### src/rtl/tx5b_pkg.sv
// Package: shared symbol constants, framing states and the nibble-to-group
// table for the 100 Mb/s transmit encoder. The left-hand (MSB) code bit is sent first.
package tx5b_pkg;
    localparam int SYM_W  = 5;
    localparam int NIB_W  = 4;
    localparam int KEY_W  = 11;
    localparam int KEY_TAP = 9;

    localparam logic [SYM_W-1:0] SYM_IDLE = 5'b11111;
    localparam logic [SYM_W-1:0] SYM_J    = 5'b11000;
    localparam logic [SYM_W-1:0] SYM_K    = 5'b10001;
    localparam logic [SYM_W-1:0] SYM_T    = 5'b01101;
    localparam logic [SYM_W-1:0] SYM_R    = 5'b00111;
    localparam logic [SYM_W-1:0] SYM_HALT = 5'b00100;

    typedef enum logic [1:0] {
        FR_NONE  = 2'd0,
        FR_OPEN2 = 2'd1,
        FR_BODY  = 2'd2,
        FR_CLOSE2 = 2'd3
    } frame_st_t;

    function automatic logic [SYM_W-1:0] nib_to_grp(input logic [NIB_W-1:0] n);
        logic [SYM_W-1:0] g;
        case (n)
            4'h0: g = 5'b11110;  4'h1: g = 5'b01001;
            4'h2: g = 5'b10100;  4'h3: g = 5'b10101;
            4'h4: g = 5'b01010;  4'h5: g = 5'b01011;
            4'h6: g = 5'b01110;  4'h7: g = 5'b01111;
            4'h8: g = 5'b10010;  4'h9: g = 5'b10011;
            4'hA: g = 5'b10110;  4'hB: g = 5'b10111;
            4'hC: g = 5'b11010;  4'hD: g = 5'b11011;
            4'hE: g = 5'b11100;  default: g = 5'b11101;
        endcase
        return g;
    endfunction
endpackage

### src/rtl/tx5b_framer.sv
// Framer: divides the bit clock by the group width, captures a nibble and
// the mode inputs on the last bit of each group, picks the next code group
// (idle, delimiters, data, halt or bypass) and shifts it out MSB first.
// Assumes inputs are stable on the capture edge.
module tx5b_framer
    import tx5b_pkg::*;
(
    input  logic             clk,
    input  logic             rst_n,
    input  logic             tx_en,
    input  logic             tx_er,
    input  logic [NIB_W-1:0] txd,
    input  logic             bypass_eff,
    output logic             nib_take,
    output logic             code_bit
);
    localparam int PH_W = $clog2(SYM_W);
    localparam logic [PH_W-1:0] PH_LAST = PH_W'(SYM_W - 1);

    logic [PH_W-1:0]  ph;
    logic [SYM_W-1:0] sh;
    frame_st_t        st, st_nxt;
    logic [SYM_W-1:0] grp_nxt;

    assign nib_take = (ph == PH_LAST);
    assign code_bit = sh[SYM_W-1];

    // Purpose: choose the next code group and framing state from the captured inputs.
    always_comb begin
        st_nxt  = st;
        grp_nxt = SYM_IDLE;
        if (bypass_eff) begin
            grp_nxt = {tx_er, txd};
            st_nxt  = FR_NONE;
        end else begin
            case (st)
                FR_NONE: if (tx_en) begin
                    grp_nxt = SYM_J;
                    st_nxt  = FR_OPEN2;
                end
                FR_OPEN2: begin
                    grp_nxt = SYM_K;
                    st_nxt  = FR_BODY;
                end
                FR_BODY: begin
                    if (!tx_en) begin
                        grp_nxt = SYM_T;
                        st_nxt  = FR_CLOSE2;
                    end else if (tx_er) begin
                        grp_nxt = SYM_HALT;
                    end else begin
                        grp_nxt = nib_to_grp(txd);
                    end
                end
                default: begin
                    grp_nxt = SYM_R;
                    st_nxt  = FR_NONE;
                end
            endcase
        end
    end

    // Purpose: advance the bit phase, load a new group at the boundary, else shift.
    always_ff @(posedge clk) begin
        if (!rst_n) begin
            ph <= '0;
            sh <= SYM_IDLE;
            st <= FR_NONE;
        end else if (nib_take) begin
            ph <= '0;
            sh <= grp_nxt;
            st <= st_nxt;
        end else begin
            ph <= ph + 1'b1;
            sh <= {sh[SYM_W-2:0], 1'b0};
        end
    end
endmodule

### src/rtl/tx5b_scrambler.sv
// Key-stream scrambler: an additive stream cipher built on an LFSR with
// taps at the top bit and bit TAP-1 (x^W + x^TAP + 1). It advances every cycle.
// Assumes SEED is non-zero, otherwise the key stream would be all zero.
module tx5b_scrambler #(
    parameter int          W    = 11,
    parameter int          TAP  = 9,
    parameter logic [W-1:0] SEED = 11'h5A3
) (
    input  logic clk,
    input  logic rst_n,
    input  logic din,
    output logic dout
);
    logic [W-1:0] s;
    logic         key;

    assign key  = s[W-1] ^ s[TAP-1];
    assign dout = din ^ key;

    // Purpose: step the key register once per bit period.
    always_ff @(posedge clk) begin
        if (!rst_n) s <= SEED;
        else        s <= {s[W-2:0], key};
    end
endmodule

### src/rtl/tx5b_mlt3.sv
// Line coder: NRZI-toggles on each 1 of the scrambled stream, then steps
// the three-level output once per NRZI change through 0, +1, 0, -1.
// Output is a signed 2-bit level; latency is two edges from the input bit.
module tx5b_mlt3 #(
    parameter int LVL_W = 2
) (
    input  logic             clk,
    input  logic             rst_n,
    input  logic             din,
    output logic [LVL_W-1:0] level
);
    localparam logic [LVL_W-1:0] LV_ZERO = '0;
    localparam logic [LVL_W-1:0] LV_POS  = LVL_W'(1);
    localparam logic [LVL_W-1:0] LV_NEG  = '1;

    logic       nrzi_q, nrzi_d;
    logic [1:0] idx;

    // Purpose: NRZI stage, toggling on a 1.
    always_ff @(posedge clk) begin
        if (!rst_n) nrzi_q <= 1'b0;
        else        nrzi_q <= nrzi_q ^ din;
    end

    // Purpose: MLT-3 stage, stepping on each change of the NRZI level.
    always_ff @(posedge clk) begin
        if (!rst_n) begin
            nrzi_d <= 1'b0;
            idx    <= 2'd0;
        end else begin
            nrzi_d <= nrzi_q;
            if (nrzi_q != nrzi_d) idx <= idx + 2'd1;
        end
    end

    // Purpose: map the step index onto the signed level.
    always_comb begin
        case (idx)
            2'd1:    level = LV_POS;
            2'd3:    level = LV_NEG;
            default: level = LV_ZERO;
        endcase
    end
endmodule

### src/rtl/tx5b_encoder.sv
// Top: 100 Mb/s transmit path from nibbles to three-level line code on one
// 125 MHz clock. The bypass is honoured only when the MAC side is in full
// media-independent mode. Synchronous active-low reset.
module tx5b_encoder
    import tx5b_pkg::*;
#(
    parameter logic [KEY_W-1:0] SCR_SEED = 11'h5A3
) (
    input  logic             clk,
    input  logic             rst_n,
    input  logic             tx_en,
    input  logic             tx_er,
    input  logic [NIB_W-1:0] txd,
    input  logic             mii_mode,
    input  logic             enc_bypass,
    output logic             nib_take,
    output logic [1:0]       mlt3
);
    logic code_bit, scr_bit, bypass_eff;

    assign bypass_eff = enc_bypass & mii_mode;

    tx5b_framer u_framer (
        .clk(clk), .rst_n(rst_n), .tx_en(tx_en), .tx_er(tx_er), .txd(txd),
        .bypass_eff(bypass_eff), .nib_take(nib_take), .code_bit(code_bit)
    );

    tx5b_scrambler #(.W(KEY_W), .TAP(KEY_TAP), .SEED(SCR_SEED)) u_scr (
        .clk(clk), .rst_n(rst_n), .din(code_bit), .dout(scr_bit)
    );

    tx5b_mlt3 #(.LVL_W(2)) u_line (
        .clk(clk), .rst_n(rst_n), .din(scr_bit), .level(mlt3)
    );
endmodule

### config.mk
export PLATFORM = sky130hd
export DESIGN_NAME = tx5b_encoder
export DESIGN_NICKNAME = d
export VERILOG_FILES = /design/src/rtl/tx5b_pkg.sv /design/src/rtl/tx5b_framer.sv /design/src/rtl/tx5b_scrambler.sv /design/src/rtl/tx5b_mlt3.sv /design/src/rtl/tx5b_encoder.sv
export SDC_FILE = /design/constraint.sdc
export NUM_CORES = 1
export LEC_CHECK = 0
export ABC_CLOCK_PERIOD_IN_PS = 1400
export BUFFER_PORTS_ARGS = -buffer_cell sky130_fd_sc_hd__buf_2
export CORE_MARGIN = 1.5
export CORE_UTILIZATION = 50
export CTS_CLUSTER_DIAMETER = 100
export DETAILED_ROUTE_END_ITERATION = 10
export GPL_TIMING_DRIVEN = 0
export PLACE_DENSITY = 0.73
export RECOVER_POWER = 25
export SLEW_MARGIN = 10
export SYNTH_ARGS = -nofsm -noshare
export SYNTH_HDL_FRONTEND = slang
export SYNTH_SLANG_ARGS = --single-unit
### constraint.sdc
create_clock -name clk -period 1.4 [get_ports clk]
set_input_delay 0.21 -clock clk [delete_from_list [all_inputs] [get_ports clk]]
set_output_delay 0.21 -clock clk [all_outputs]
set_load 0.005 [all_outputs]
==> impl_metrics.py <==
metrics = {
    "global_routing": {
        "grtUsageTotal_pct": 17.8,
        "antenna_found_initial": 0,
        "grt_pass1_wl_um": 3420,
        "grt_pass1_vias": 835,
        "grt-ovfl-total": 0,
        "grt_max_degree": 16,
    },
    "final_layout": {
        "stdcell_area_sq_um": 1360,
        "synthToLayoutAreaGrowth_pct": 25.2,
        "final_util_pct": 68.1,
        "fin_nets": 160,
        "drive_gt1_share_pct": 30.5,
        "post_layout_nonfiller_instances": 168,
        "num_antenna_cells": 0,
    },
    "synth": {
        "synth_cell_types": 33,
        "yosysSeqAreaShare_pct": 46.0,
        "syn_area_sq_um": 1090,
        "netlist_instances": 116,
        "synthTopCellsByArea": "dfxtp_1 46%, ha_1 9.2%, and2_1 4.6%",
        "async_flop_share_pct": 0,
        "synth-main-ff-cell": "dfxtp_1",
        "yosysTopAreaCell": "dfxtp_1",
        "synth-edff-count": 0,
        "synthTopCellsByCount": "25 x dfxtp_1, 10 x nand2_1",
        "yosysMostFrequentCell": "dfxtp_1",
        "synth_nets": 134,
        "synth_warnings": 0,
        "avgSynthCellArea_sq_um": 9.38,
        "ys_ff_latch": 25,
        "yosysTopAreaCellShare_pct": 46.0,
    },
    "floorplanning": {
        "die_x_um": 49.7,
        "initial_core_util_pct": 54.4,
        "io_pins": 13,
        "core_sq_um": 2000,
        "dieArea_sq_um": 2470,
        "die_h_um": 49.7,
        "num_rows": 16,
    },
    "outcome": {
        "status": "finished, violations left",
        "violations": "negative setup slack",
    },
    "setup_path": {
        "worstSetupEndpointType": "primary output",
        "worstPathMaxFanout": 3,
        "worstPathArrival_ns": 1.22,
        "required_ns": 1.19,
        "critPathKind": "reg2out",
        "startpoint_type": "flip-flop",
    },
    "placed_design": {
        "place_congestion": 0.756,
        "placed_cell_area_sq_um": 1180,
        "portBuffers": 12,
        "place_inst": 155,
        "dp_hpwl_um": 1360,
    },
    "clock_network": {
        "cts.root.buffer_cell": "clkbuf_4",
        "numClockSinks": 25,
        "cts_tree": "done",
        "cts_inserted_buffers": 3,
        "cts_buffer_depth": 2,
        "cts_hold_buf": 0,
        "clock_latency_ns": 0.32,
        "cts.reportedPaths.clkPinSlew_ns": 0.14,
        "htree_levels": 1,
    },
    "sta": {
        "fin_ws_ns": -0.0280,
        "rsz0062_at_grt": "yes",
        "worst_pin_slew_ns": 0.379,
        "min_period_ns": 1.43,
        "holdWs_ns": 0.173,
        "fmax_mhz": 700,
        "setup_viol": 2,
        "worst_clock_skew_ns": 0.00822,
        "slew_violations": 0,
        "finalCritPeriodShare_pct": 102,
        "maxSlewHeadroom_pct": 74.8,
        "hold_violations": 0,
    },
    "route": {
        "via_count": 913,
        "drc": 0,
        "drt-total-wl_um": 2170,
        "drtPass1Iterations": 4,
        "via_per_inst": 5.43,
        "drtIter0Drc": 28,
        "ant_nets": 0,
        "wl_per_cell_um": 12.9,
    },
    "run": {
        "maxCapViolCount": 0,
    },
    "power_and_ir_drop": {
        "p_leak_nw": 0.598,
        "total_power_w": 0.00146,
        "power.density_nw_per_um2": 1080,
        "irDropWorstVdd_mv": 0.633,
    },
    "hold_path": {
        "hold_path_class": "in2reg",
    },
}
[layer usage]
metal / part of all wire (%) / vias up / track usage (%)
met5: 0 / - / 0
met4: 1.8 / 0 / 7.41
met3: 4.4 / 6 / 2.73
met2: 51 / 38 / 32.2
met1: 42 / 427 / 20.6
li1: - / 442 / -
[state kept, by name (all words and copies together) (netlist names)]
register,count
u_line.nrzi_d,1
u_framer.sh,5
u_line.nrzi_q,1
u_framer.st,2
u_scr.s,11
u_line.idx,2
u_framer.ph,3
[cells by family after synthesis]
kind of cell               synth area share, %
buffers and inverters                     3.79
DFF                                       46.0
AOI/OAI and AO/OA                         13.8
xor gates and xnor gates                  4.83
and+or+nand+nor                           20.6
muxes                                     1.84
adders and majority gates                 9.20
[through the flow]
step | setup slack (ns) | setup TNS (ns)
final | -0.0280 | -0.0531
after global routing | -0.0898 | -0.347
after CTS | -0.00850 | -0.00943
after detailed placement | -0.170 | -0.510
after global placement | -0.146 | -0.360
after floorplan | 0.0174 | 0
[final timing paths]
kind,startpoint,endpoint,slack [ns],cells after the start
worst min register to register,u_scr.s[7],u_scr.s[8],0.43,1
worst max register to register,u_framer.st[0],u_framer.sh[4],-0.03,5
worst min-delay path,rst_n,u_scr.s[10],0.17,2
worst max-delay path,u_line.idx[0],mlt3[0],-0.03,3
[cell type report]
| class | count | area [sq um] |
|---|---|---|
| Fill cell | 175 | 639 |
| Multi-Input combinational cell | 80 | 603 |
| Clock buffer | 3 | 22.5 |
| Tap cell | 27 | 33.8 |
| Clock inverter | 1 | 7.51 |
| Timing Repair Buffer | 21 | 139 |
| Buffer | 2 | 7.51 |
| Sequential cell | 25 | 510 |
| Inverter | 9 | 38.8 |
[critical path, cell delays in order, from the launching register on]
cell and delay, ns:
dfxtp_2 0.37, ha_2 0.19, or2_4 0.24, buf_6 0.11
[power by group]
part           leakage, nW  internal (W)  total [W]  switching (W)
Combinational        0.374      0.000179   0.000318       0.000139
Clock               0.0139      0.000109   0.000321       0.000212
Sequential           0.210      0.000781   0.000826      0.0000446
[layout by cell type, fill, tap and decap left out, types with 2 or more instances in the layout]
master	count
buf_6	2
dfxtp_2	5
nor2b_1	3
buf_4	9
dfxtp_1	19
o21ai_1	2
inv_1	5
xor2_1	2
ha_4	3
nor2_1	4
ha_2	2
inv_2	3
mux2i_1	2
o21ai_0	6
clkbuf_1	3
o211ai_1	2
nand2_1	9
nand3_1	2
and3_1	2
nand2b_1	6
xnor2_1	4
ha_1	3
buf_2	9
clkbuf_4	3
and2_1	8
a21oi_1	3
[timing repair]
item                                    in CTS  in global routing
endpoints found under the setup margin       9                  8
pin swaps                                    2                  6
resized for setup                           20                  9
buffers inserted                             3                  6
Note: power is estimated with default switching activity, not from simulation.
